`config.mk`:
```
export PLATFORM = sky130hd
export DESIGN_NAME = vtg_top
export DESIGN_NICKNAME = d
export VERILOG_FILES = /design/src/rtl/vtg_pkg.sv /design/src/rtl/vtg_regs.sv /design/src/rtl/vtg_seq.sv /design/src/rtl/vtg_out.sv /design/src/rtl/vtg_top.sv
export SDC_FILE = /design/constraint.sdc
export NUM_CORES = 1
export LEC_CHECK = 0
export BUFFER_PORTS_ARGS = -buffer_cell sky130_fd_sc_hd__buf_2
export CORE_ASPECT_RATIO = 1.75
export CORE_MARGIN = 3
export CORE_UTILIZATION = 53
export DETAILED_ROUTE_END_ITERATION = 8
export PLACE_DENSITY_LB_ADDON = 0.2
export SETUP_SLACK_MARGIN = 0.02
export SYNTH_ARGS = -nofsm -noshare
export SYNTH_HDL_FRONTEND = slang
export SYNTH_HIERARCHICAL = 1
export SYNTH_SLANG_ARGS = --single-unit
```
`constraint.sdc`:
```
create_clock -name clk -period 2.3 [get_ports clk]
set_input_delay 0 -clock clk [delete_from_list [all_inputs] [get_ports clk]]
set_output_delay 0 -clock clk [all_outputs]
set_load 0.01 [all_outputs]
```
`src/rtl/vtg_pkg.sv`:
```
package vtg_pkg;

    typedef enum logic [1:0] {
        SEQ_OFF    = 2'd0,
        SEQ_SCAN   = 2'd1,
        SEQ_REPEAT = 2'd2
    } seq_state_t;

    localparam int ADDR_W = 3;

    localparam logic [ADDR_W-1:0] A_CTRL   = 3'd0;
    localparam logic [ADDR_W-1:0] A_TOTAL  = 3'd1;
    localparam logic [ADDR_W-1:0] A_HWIN   = 3'd2;
    localparam logic [ADDR_W-1:0] A_VWIN   = 3'd3;
    localparam logic [ADDR_W-1:0] A_SYNCW  = 3'd4;
    localparam logic [ADDR_W-1:0] A_IRQLN  = 3'd5;
    localparam logic [ADDR_W-1:0] A_COLOUR = 3'd6;
    localparam logic [ADDR_W-1:0] A_STATUS = 3'd7;

    localparam int CTRL_W = 7;

    typedef struct packed {
        logic line_rep;
        logic rate_dbl;
        logic blank_all;
        logic vs_high;
        logic hs_high;
        logic interlace;
        logic video_en;
    } ctrl_t;

    localparam int DEF_H_TOTAL = 857;
    localparam int DEF_V_TOTAL = 524;
    localparam int DEF_HW_BEG  = 126;
    localparam int DEF_HW_END  = 837;
    localparam int DEF_VW_BEG  = 40;
    localparam int DEF_VW_END  = 520;
    localparam int DEF_HS_WID  = 63;
    localparam int DEF_VS_WID  = 3;
    localparam int DEF_IRQ_A   = 21;
    localparam int DEF_IRQ_B   = 510;

    localparam int ST_VBLANK_BIT = 13;
    localparam int ST_HBLANK_BIT = 12;
    localparam int ST_FIELD_BIT  = 10;

endpackage

```
`src/rtl/vtg_regs.sv`:
```
module vtg_regs
    import vtg_pkg::*;
#(
    parameter int CNT_W = 10,
    parameter int HSW_W = 7,
    parameter int VSW_W = 4,
    parameter int COL_W = 24
) (
    input  logic              clk,
    input  logic              rst_n,
    input  logic              wr_en,
    input  logic [ADDR_W-1:0] wr_addr,
    input  logic [31:0]       wr_data,
    input  logic [ADDR_W-1:0] rd_addr,
    input  logic [31:0]       status_word,
    output ctrl_t             ctrl,
    output logic [CNT_W-1:0]  h_total,
    output logic [CNT_W-1:0]  v_total,
    output logic [CNT_W-1:0]  hw_beg,
    output logic [CNT_W-1:0]  hw_end,
    output logic [CNT_W-1:0]  vw_beg,
    output logic [CNT_W-1:0]  vw_end,
    output logic [HSW_W-1:0]  hs_wid,
    output logic [VSW_W-1:0]  vs_wid,
    output logic [CNT_W-1:0]  irq_a,
    output logic [CNT_W-1:0]  irq_b,
    output logic [COL_W-1:0]  colour,
    output logic [31:0]       rd_data
);

    localparam int HI = 16;

    logic unused_wr_bits;
    assign unused_wr_bits = ^wr_data;

    always_ff @(posedge clk or negedge rst_n) begin
        if (!rst_n) begin
            ctrl    <= '0;
            h_total <= CNT_W'(DEF_H_TOTAL);
            v_total <= CNT_W'(DEF_V_TOTAL);
            hw_beg  <= CNT_W'(DEF_HW_BEG);
            hw_end  <= CNT_W'(DEF_HW_END);
            vw_beg  <= CNT_W'(DEF_VW_BEG);
            vw_end  <= CNT_W'(DEF_VW_END);
            hs_wid  <= HSW_W'(DEF_HS_WID);
            vs_wid  <= VSW_W'(DEF_VS_WID);
            irq_a   <= CNT_W'(DEF_IRQ_A);
            irq_b   <= CNT_W'(DEF_IRQ_B);
            colour  <= '0;
        end else if (wr_en) begin
            unique case (wr_addr)
                A_CTRL:   ctrl <= ctrl_t'(wr_data[CTRL_W-1:0]);
                A_TOTAL: begin
                    h_total <= wr_data[CNT_W-1:0];
                    v_total <= wr_data[HI+CNT_W-1:HI];
                end
                A_HWIN: begin
                    hw_beg <= wr_data[CNT_W-1:0];
                    hw_end <= wr_data[HI+CNT_W-1:HI];
                end
                A_VWIN: begin
                    vw_beg <= wr_data[CNT_W-1:0];
                    vw_end <= wr_data[HI+CNT_W-1:HI];
                end
                A_SYNCW: begin
                    hs_wid <= wr_data[HSW_W-1:0];
                    vs_wid <= wr_data[8+VSW_W-1:8];
                end
                A_IRQLN: begin
                    irq_a <= wr_data[CNT_W-1:0];
                    irq_b <= wr_data[HI+CNT_W-1:HI];
                end
                A_COLOUR: colour <= wr_data[COL_W-1:0];
                default: ;
            endcase
        end
    end

    always_comb begin
        rd_data = '0;
        unique case (rd_addr)
            A_CTRL:   rd_data[CTRL_W-1:0] = ctrl;
            A_TOTAL: begin
                rd_data[CNT_W-1:0]       = h_total;
                rd_data[HI+CNT_W-1:HI]   = v_total;
            end
            A_HWIN: begin
                rd_data[CNT_W-1:0]       = hw_beg;
                rd_data[HI+CNT_W-1:HI]   = hw_end;
            end
            A_VWIN: begin
                rd_data[CNT_W-1:0]       = vw_beg;
                rd_data[HI+CNT_W-1:HI]   = vw_end;
            end
            A_SYNCW: begin
                rd_data[HSW_W-1:0]       = hs_wid;
                rd_data[8+VSW_W-1:8]     = vs_wid;
            end
            A_IRQLN: begin
                rd_data[CNT_W-1:0]       = irq_a;
                rd_data[HI+CNT_W-1:HI]   = irq_b;
            end
            A_COLOUR: rd_data[COL_W-1:0] = colour;
            default:  rd_data            = status_word;
        endcase
    end

endmodule

```
`src/rtl/vtg_seq.sv`:
```
module vtg_seq
    import vtg_pkg::*;
#(
    parameter int CNT_W = 10
) (
    input  logic             clk,
    input  logic             rst_n,
    input  logic             video_en,
    input  logic             interlace,
    input  logic             rate_dbl,
    input  logic             line_rep,
    input  logic [CNT_W-1:0] h_total,
    input  logic [CNT_W-1:0] v_total,
    input  logic [CNT_W-1:0] irq_a,
    input  logic [CNT_W-1:0] irq_b,
    output seq_state_t       state,
    output logic [CNT_W-1:0] h_cnt,
    output logic [CNT_W-1:0] v_cnt,
    output logic             field,
    output logic             line_irq
);

    seq_state_t       state_nxt;
    logic             phase;
    logic             running;
    logic             step;
    logic             line_end;
    logic             advance;
    logic             frame_end;
    logic [CNT_W-1:0] v_next;

    assign running   = (state != SEQ_OFF);
    assign step      = rate_dbl | phase;
    assign line_end  = running && step && (h_cnt >= h_total);
    assign advance   = line_end && ((state == SEQ_REPEAT) || !line_rep);
    assign frame_end = advance && (v_cnt >= v_total);
    assign v_next    = frame_end ? '0 : v_cnt + 1'b1;

    always_comb begin
        state_nxt = state;
        unique case (state)
            SEQ_OFF: begin
                if (video_en) state_nxt = SEQ_SCAN;
            end
            SEQ_SCAN: begin
                if (!video_en)                state_nxt = SEQ_OFF;
                else if (line_end && line_rep) state_nxt = SEQ_REPEAT;
            end
            SEQ_REPEAT: begin
                if (!video_en)    state_nxt = SEQ_OFF;
                else if (line_end) state_nxt = SEQ_SCAN;
            end
            default: state_nxt = SEQ_OFF;
        endcase
    end

    always_ff @(posedge clk or negedge rst_n) begin
        if (!rst_n) state <= SEQ_OFF;
        else        state <= state_nxt;
    end

    always_ff @(posedge clk or negedge rst_n) begin
        if (!rst_n) begin
            h_cnt    <= '0;
            v_cnt    <= '0;
            phase    <= 1'b0;
            field    <= 1'b0;
            line_irq <= 1'b0;
        end else if (!video_en || !running) begin
            h_cnt    <= '0;
            v_cnt    <= '0;
            phase    <= 1'b0;
            field    <= 1'b0;
            line_irq <= 1'b0;
        end else begin
            phase    <= ~phase;
            line_irq <= 1'b0;
            if (step) h_cnt <= line_end ? '0 : h_cnt + 1'b1;
            if (advance) begin
                v_cnt    <= v_next;
                line_irq <= (v_next == irq_a) || (v_next == irq_b);
            end
            if (!interlace)     field <= 1'b0;
            else if (frame_end) field <= ~field;
        end
    end

endmodule

```
`src/rtl/vtg_out.sv`:
```
module vtg_out
    import vtg_pkg::*;
#(
    parameter int CNT_W = 10,
    parameter int HSW_W = 7,
    parameter int VSW_W = 4,
    parameter int COL_W = 24
) (
    input  seq_state_t       state,
    input  ctrl_t            ctrl,
    input  logic [CNT_W-1:0] h_cnt,
    input  logic [CNT_W-1:0] v_cnt,
    input  logic [CNT_W-1:0] hw_beg,
    input  logic [CNT_W-1:0] hw_end,
    input  logic [CNT_W-1:0] vw_beg,
    input  logic [CNT_W-1:0] vw_end,
    input  logic [HSW_W-1:0] hs_wid,
    input  logic [VSW_W-1:0] vs_wid,
    input  logic [COL_W-1:0] colour,
    input  logic [COL_W-1:0] pix_in,
    output logic             hsync,
    output logic             vsync,
    output logic             hblank,
    output logic             vblank,
    output logic [COL_W-1:0] rgb_out
);

    logic hs_act;
    logic vs_act;
    logic border;

    assign hs_act = h_cnt < {{(CNT_W-HSW_W){1'b0}}, hs_wid};
    assign vs_act = v_cnt < {{(CNT_W-VSW_W){1'b0}}, vs_wid};
    assign hblank = !((h_cnt >= hw_beg) && (h_cnt < hw_end));
    assign vblank = !((v_cnt >= vw_beg) && (v_cnt < vw_end));
    assign border = hblank | vblank | ctrl.blank_all;

    always_comb begin
        unique case (state)
            SEQ_SCAN, SEQ_REPEAT: begin
                hsync   = hs_act ? ctrl.hs_high : ~ctrl.hs_high;
                vsync   = vs_act ? ctrl.vs_high : ~ctrl.vs_high;
                rgb_out = border ? colour : pix_in;
            end
            default: begin
                hsync   = ~ctrl.hs_high;
                vsync   = ~ctrl.vs_high;
                rgb_out = '0;
            end
        endcase
    end

endmodule

```
`src/rtl/vtg_top.sv`:
```
module vtg_top
    import vtg_pkg::*;
#(
    parameter int CNT_W = 10,
    parameter int HSW_W = 7,
    parameter int VSW_W = 4,
    parameter int COL_W = 24
) (
    input  logic              clk,
    input  logic              rst_n,
    input  logic              wr_en,
    input  logic [ADDR_W-1:0] wr_addr,
    input  logic [31:0]       wr_data,
    input  logic [ADDR_W-1:0] rd_addr,
    output logic [31:0]       rd_data,
    input  logic [COL_W-1:0]  pix_in,
    output logic              hsync,
    output logic              vsync,
    output logic              hblank,
    output logic              vblank,
    output logic [COL_W-1:0]  rgb_out,
    output logic              line_irq
);

    ctrl_t            ctrl;
    logic [CNT_W-1:0] h_total, v_total;
    logic [CNT_W-1:0] hw_beg, hw_end, vw_beg, vw_end;
    logic [HSW_W-1:0] hs_wid;
    logic [VSW_W-1:0] vs_wid;
    logic [CNT_W-1:0] irq_a, irq_b;
    logic [COL_W-1:0] colour;
    seq_state_t       seq_st;
    logic [CNT_W-1:0] h_cnt, v_cnt;
    logic             field;
    logic [31:0]      status_word;

    always_comb begin
        status_word                = '0;
        status_word[ST_VBLANK_BIT] = vblank;
        status_word[ST_HBLANK_BIT] = hblank;
        status_word[ST_FIELD_BIT]  = field;
        status_word[CNT_W-1:0]     = v_cnt;
    end

    vtg_regs #(.CNT_W(CNT_W), .HSW_W(HSW_W), .VSW_W(VSW_W), .COL_W(COL_W)) u_regs (
        .clk(clk), .rst_n(rst_n), .wr_en(wr_en), .wr_addr(wr_addr),
        .wr_data(wr_data), .rd_addr(rd_addr), .status_word(status_word),
        .ctrl(ctrl), .h_total(h_total), .v_total(v_total),
        .hw_beg(hw_beg), .hw_end(hw_end), .vw_beg(vw_beg), .vw_end(vw_end),
        .hs_wid(hs_wid), .vs_wid(vs_wid), .irq_a(irq_a), .irq_b(irq_b),
        .colour(colour), .rd_data(rd_data)
    );

    vtg_seq #(.CNT_W(CNT_W)) u_seq (
        .clk(clk), .rst_n(rst_n), .video_en(ctrl.video_en),
        .interlace(ctrl.interlace), .rate_dbl(ctrl.rate_dbl),
        .line_rep(ctrl.line_rep), .h_total(h_total), .v_total(v_total),
        .irq_a(irq_a), .irq_b(irq_b), .state(seq_st), .h_cnt(h_cnt),
        .v_cnt(v_cnt), .field(field), .line_irq(line_irq)
    );

    vtg_out #(.CNT_W(CNT_W), .HSW_W(HSW_W), .VSW_W(VSW_W), .COL_W(COL_W)) u_out (
        .state(seq_st), .ctrl(ctrl), .h_cnt(h_cnt), .v_cnt(v_cnt),
        .hw_beg(hw_beg), .hw_end(hw_end), .vw_beg(vw_beg), .vw_end(vw_end),
        .hs_wid(hs_wid), .vs_wid(vs_wid), .colour(colour), .pix_in(pix_in),
        .hsync(hsync), .vsync(vsync), .hblank(hblank), .vblank(vblank),
        .rgb_out(rgb_out)
    );

endmodule

```
Yosys cells after proc, flatten, opt, wreduce, memory -nomap -nowiden
Cells that the tools add are included.
- add/subtract/negate cells: 2
- multipliers: 0
- div/mod/pow operators: 0
- order comparisons: 8
- equal/unequal tests: 20
- shifts and indexed selects: 0
- mux-type cells: 31
- bitwise gates (word level): 7
- reduce and logical (&&, ||, !) cells: 33
- operators with widths (operator ; number):
    $mux W10 ; 6
    $pmux W7 S7 ; 1
    $mux W24 ; 2
    $ge A10 B10 Y1 ; 4
    $pmux W8 S5 ; 1
    $add A10 B1 Y10 const B ; 2
    $eq A10 B10 Y1 ; 2
    $lt A10 B10 Y1 ; 2
    $eq A3 B3 Y1 const B ; 6
    $pmux W2 S7 ; 1
    $reduce_and A2 Y1 ; 7
    $eq A3 B2 Y1 const B ; 4
    $pmux W2 S3 ; 2
    $lt A10 B4 Y1 ; 1
    $lt A10 B7 Y1 ; 1
    $mux W1 ; 10
    $mux W2 ; 5
    $pmux W2 S4 ; 1
    $pmux W4 S2 ; 1
    $logic_and A1 B1 Y1 ; 7
    $eq A3 B1 Y1 const B ; 2
    $logic_not A3 Y1 ; 2
    $ne A3 B3 Y1 const B ; 2
    $pmux W1 S6 ; 1
    14 further kinds ; 28
- flip-flop bits (word level): 147
- bits in latches: 0
- RAM bits: 0
- ROM bits: 0
- output and inout bits: 61
- logic and storage cells: 125
- memories kept: 0

Logic depth before layout (Yosys ltp)
- depth after elaboration: 10
- mapped depth: 12
- mapped depth without buffers: 10

By module
Netlist, hierarchy kept.
- modules (own cells, without submodules) (module ; times used ; cells an instance ; area each (um2)):
    vtg_regs ; 1 ; 446 ; 5924.4
    vtg_seq ; 1 ; 266 ; 2167.1
    vtg_out ; 1 ; 248 ; 1742.9
    vtg_top ; 1 ; 1 ; 3.8

Worst setup path before layout
OpenSTA, ideal clock, no wires.
- kind: register -> register
- start: reg u_regs.v_total[3]
- end: reg u_seq.line_irq
- arrival: 2.401 ns
- required time: 2.169 ns
- slack: -0.232 ns
- cell stages (with the launch flop): 12
- buffers on the path: 1
- clock period less this slack: 2.532 ns
- path through: dfstp_2 > inv_1 > ha_1 > a211o_1 > a21oi_1 > o21ai_1 > a221o_1 > nor2b_4 > buf_6 > o21a_1 > o2111ai_1 > o22ai_1
- cells in the longest elaborated chain, start to end: 7
- ends and longest elaborated chain (element ; line ; source):
    start: declaration ; vtg_regs.sv:18 ; output logic [CNT_W-1:0] v_total,
    start signal: assignment ; vtg_regs.sv:40 ; v_total <= CNT_W'(DEF_V_TOTAL);
    start signal: assignment ; vtg_regs.sv:55 ; v_total <= wr_data[HI+CNT_W-1:HI];
    $ge A10 B10 Y1 * ; vtg_seq.sv:36 ; assign frame_end = advance && (v_cnt >= v_total);
    $logic_and A1 B1 Y1 * ; vtg_seq.sv:36 ;
    $mux W10 * ; vtg_seq.sv:37 ; assign v_next = frame_end ? '0 : v_cnt + 1'b1;
    $eq A10 B10 Y1 ; vtg_seq.sv:81 ; line_irq <= (v_next == irq_a) || (v_next == irq_b);
    $logic_or A1 B1 Y1 * ; vtg_seq.sv:81 ;
    $mux W1 * ; vtg_seq.sv:79 ; if (advance) begin
    $mux W1 * ; vtg_seq.sv:69 ; end else if (!video_en || !running) begin
    end signal: assignment ; vtg_seq.sv:81 ;
    end: declaration ; vtg_seq.sv:20 ; output logic line_irq
Every way passes the cells marked *; elsewhere a longest branch is shown, timed or not.
A chain may end at the register's enable or synchronous reset.

Final worst setup path
- start: reg u_regs.hw_beg[2]
- end: out rgb_out[21]
- cells in the longest elaborated chain, start to end: 7
- ends and longest elaborated chain (element ; line ; source):
    start: declaration ; vtg_regs.sv:19 ; output logic [CNT_W-1:0] hw_beg,
    start signal: assignment ; vtg_regs.sv:41 ; hw_beg <= CNT_W'(DEF_HW_BEG);
    start signal: assignment ; vtg_regs.sv:58 ; hw_beg <= wr_data[CNT_W-1:0];
    $ge A10 B10 Y1 ; vtg_out.sv:34 ; assign hblank = !((h_cnt >= hw_beg) && (h_cnt < hw_end));
    $logic_and A1 B1 Y1 ; vtg_out.sv:34 ;
    $logic_not A1 Y1 ; vtg_out.sv:34 ;
    $or A1 B1 Y1 (2 in a row) ; vtg_out.sv:36 ; assign border = hblank | vblank | ctrl.blank_all;
    $mux W24 ; vtg_out.sv:43 ; rgb_out = border ? colour : pix_in;
    $mux W24 ; vtg_out.sv:39 ; unique case (state)
    end: declaration ; vtg_top.sv:21 ; output logic [COL_W-1:0] rgb_out,
No other way between the ends.

==> impl_metrics.env <==
export IMPL_drv_slew=0
export IMPL_path_max_fanout=8
export IMPL_grt_pass1_wl_um=50500
export IMPL_synth_xor_area_share_pct=1.96
export IMPL_grt_max_degree=50
export IMPL_dr_first_iter_drc_count=735
export IMPL_cts_tree="built"
export IMPL_final_nets=1365
export IMPL_clockBufferDepth=2
export IMPL_grt_ovfl_total=0
export IMPL_rows=65
export IMPL_end_kind="output pin"
export IMPL_gp_congestion=0.946
export IMPL_min_period_ns=3.06
export IMPL_synthesis_area_um2=9840
export IMPL_core_area_um2=18100
export IMPL_slew_headroom_pct=56.9
export IMPL_vdd_drop_max_mv=0.606
export IMPL_cp_required_ns=2.30
export IMPL_antenna_found_initial=1
export IMPL_place_hpwl_um=24300
export IMPL_start_util_pct=54.2
export IMPL_outcome="complete, but fails checks"
export IMPL_power_leakage_nw=5.89
export IMPL_path_cells="inv_1, ha_1, o21ai_0, o21a_1, o211ai_1, o2111ai_2, a2111oi_4, buf_6, buf_12, mux2i_4, buf_2"
export IMPL_pin_count=126
export IMPL_async_reset_ff_share_pct=100
export IMPL_rsz0062_at_grt="yes"
export IMPL_h_tree_depth=4
export IMPL_layout_drive_gt1_share_pct=44.5
export IMPL_cpMaxStageDelayCell="dfstp_2"
export IMPL_p_sw_mw=3.03
export IMPL_synth_edf_count=0
export IMPL_hold_viol=0
export IMPL_clk_latency_ns=0.44
export IMPL_dieArea_um2=20300
export IMPL_max_stage_delay_ns=0.54
export IMPL_drt_wl_total_um=33800
export IMPL_setup_slack_ns=-0.758
export IMPL_max_freq_mhz=327
export IMPL_cp_arrival_ns=3.06
export IMPL_ys_ff_latch=147
export IMPL_cts_root_buf="clkbuf_16"
export IMPL_yosys_area_share_simple_pct=12.6
export IMPL_min_path_type="in2async"
export IMPL_fin_skew_ns=0.00782
export IMPL_period_share_pct=133
export IMPL_setup_worst_path_start_class="register"
export IMPL_power_frac_comb_pct=30.2
export IMPL_critPathKind="reg2out"
export IMPL_synth_cell_types=71
export IMPL_violations="negative setup slack"
export IMPL_dp_cells=1397
export IMPL_synth_compound_area_share_pct=13.3
export IMPL_die_y_um=186
export IMPL_synth_top_area_share_pct=26.5
export IMPL_vias=8932
export IMPL_grt_usage_pct=33.8
export IMPL_clk_pin_slew_ns=0.06
export IMPL_switching_share_pct=33.1
export IMPL_vias_per_cell=6.04
export IMPL_pwr_share_clk_pct=28.9
export IMPL_design_area_um2=13000
export IMPL_post_route_util_pct=71.4
export IMPL_die_x_um=109
export IMPL_place_area_um2=11500
export IMPL_internal_power_mw=6.13
export IMPL_worst_pin_slew_ns=0.646
export IMPL_cts_buffers=17
export IMPL_synth_area_mux_share_pct=19.6
export IMPL_setup_viol=41
export IMPL_synth_top_area_cell="dfrtp_1"
export IMPL_pwr_share_seq_pct=40.9
export IMPL_synth_top_family_by_area="multiplexers"
export IMPL_ys_warnings_count=6
export IMPL_wire_per_inst_um=22.9
export IMPL_postSynthAreaPerCell_um2=10.2
export IMPL_final_cell_mix="mux2_2, buf_4, buf_2, dfrtp_1, nand2_1"
export IMPL_dr_pass1_iters=7
export IMPL_tns_ns=-18.89
export IMPL_multiInputGateArea_um2=6070
export IMPL_final_common_cell="mux2_2"
export IMPL_path_buf_inv=4
export IMPL_first_global_vias=9117
export IMPL_synth_seq_area_share_pct=37.9
export IMPL_port_buffers=113
export IMPL_drc_errors=0
export IMPL_p_per_area_nw_per_um2=707
export IMPL_fillers=1342
export IMPL_fin_cells=1479
export IMPL_clock_sinks=147
export IMPL_path_delay_family="compound AO/OA/AOI/OAI gates"
export IMPL_yosys_area_share_adder_pct=8.78
export IMPL_area_delta_synth_final_pct=31.7
export IMPL_netlist_instances=961
export IMPL_final_antenna_net_count=0
export IMPL_yosys_top_cells_area="dfrtp_1, mux2_2, dfstp_2"
export IMPL_seq_area_um2=3740
export IMPL_synth_flop_cell="dfrtp_1"
export IMPL_drv_cap=0
-- cell usage after synthesis, drive strengths merged, types with 3 or more instances --
cell type	instances
and2	10
nor2b	9
mux2i	35
nor4	4
a41oi	3
a211oi	4
a22o	4
nand3	16
a21boi	4
and4	3
a22oi	14
o2111ai	3
dlygate4sd1	4
a31oi	4
nor2	57
o211ai	4
nor3	15
mux2	140
dfstp	43
o22a	8
a222oi	4
clkbuf	4
o221ai	8
nand4b	3
a21o	3
xnor2	9
and3	4
a221oi	13
o21a	11
nand2b	13
o22ai	7
dfrtp	104
ha	69
nand2	79
nor3b	10
inv	75
o21ai	29
xor2	13
or3	6
a21oi	49
buf	37
nand4	10
-- cell families after synthesis --
kind of cell,count (synthesis)
xor+xnor,22
fa+ha+maj,69
simple gates,244
flops,147
mux,175
other cells,1
compound gates,183
buf+inv,120
-- power groups by stage --
stage                     combinational (mW)  sequential [mW]  clock, mW
after CTS                               2.65             3.72       2.68
after global placement                  2.48             3.74          0
final                                   2.76             3.75       2.65
after global routing                    3.01             3.80       2.80
after detailed placement                2.53             3.76          0
after floorplan                         1.58             3.54          0
-- per-stage QoR --
stage	setup slack (ns)	total power, mW	hold WS [ns]
after CTS	-0.840	9.06	0.0898
after global placement	-0.378	6.22	-0.0212
after floorplan	-0.177	5.12	-0.296
after detailed placement	-0.397	6.29	-0.0177
after global routing	-0.876	9.61	0.112
final	-0.758	9.16	0.0858
-- registers in the layout, indices dropped and copies added, names as in the netlist, 10 cells and up --
signal          count
u_regs/colour      24
u_regs/h_total     10
u_regs/hw_beg      10
u_regs/hw_end      10
u_regs/irq_a       10
u_regs/irq_b       10
u_regs/v_total     10
u_regs/vw_beg      10
u_regs/vw_end      10
u_seq/h_cnt        10
u_seq/v_cnt        10
-- path summary, 6_finish.rpt --
kind                       cells after the start  slack, ns                         start                       endpoint
max                                           11      -0.76  u_regs/hw_beg[2]$_DFFE_PN1P_                    rgb_out[21]
min                                            2       0.09                         rst_n    u_regs/irq_a[7]$_DFFE_PN0P_
max reg2reg                                    9      -0.28    u_seq/v_cnt[3]$_DFFE_PN0P_     u_seq/v_cnt[2]$_DFFE_PN0P_
min reg2reg                                    1       0.52         u_seq/phase$_DFF_PN0_          u_seq/phase$_DFF_PN0_
max in group asynchronous                      3       1.47                         rst_n  u_regs/h_total[0]$_DFFE_PN1P_
min in group clk                               3       0.17                    wr_addr[0]     u_regs/ctrl[0]$_DFFE_PN0P_
-- per-layer routing --
layer / vias to the layer above / wire length [um] / global-route usage (%)
met5: - / 0 / 0
met4: 0 / 3020 / 26.6
met3: 164 / 1890 / 5.25
met2: 426 / 17400 / 59.7
met1: 4343 / 11600 / 35.0
li1: 3999 / - / -
-- area by class of cell --
class	count	area share, %
clock inverter	8	0.608
multi-input combinational	713	46.9
sequential	147	28.9
inverter	75	2.17
antenna	1	0.0193
clock buffer	24	3.64
timing repair buffer	277	15.6
tap	234	2.26
-- timing repair --
item / CTS / global route
endpoints found under the setup margin: 45 / 54
buffers inserted: 13 / 9
hold buffers: 27 / 0
pin swaps: 37 / 29
gates resized for setup: 50 / 56
gates cloned: 3 / 0
endpoints found under the hold margin: 240 / 0
No activity file was read; power rests on OpenSTA's default activity.
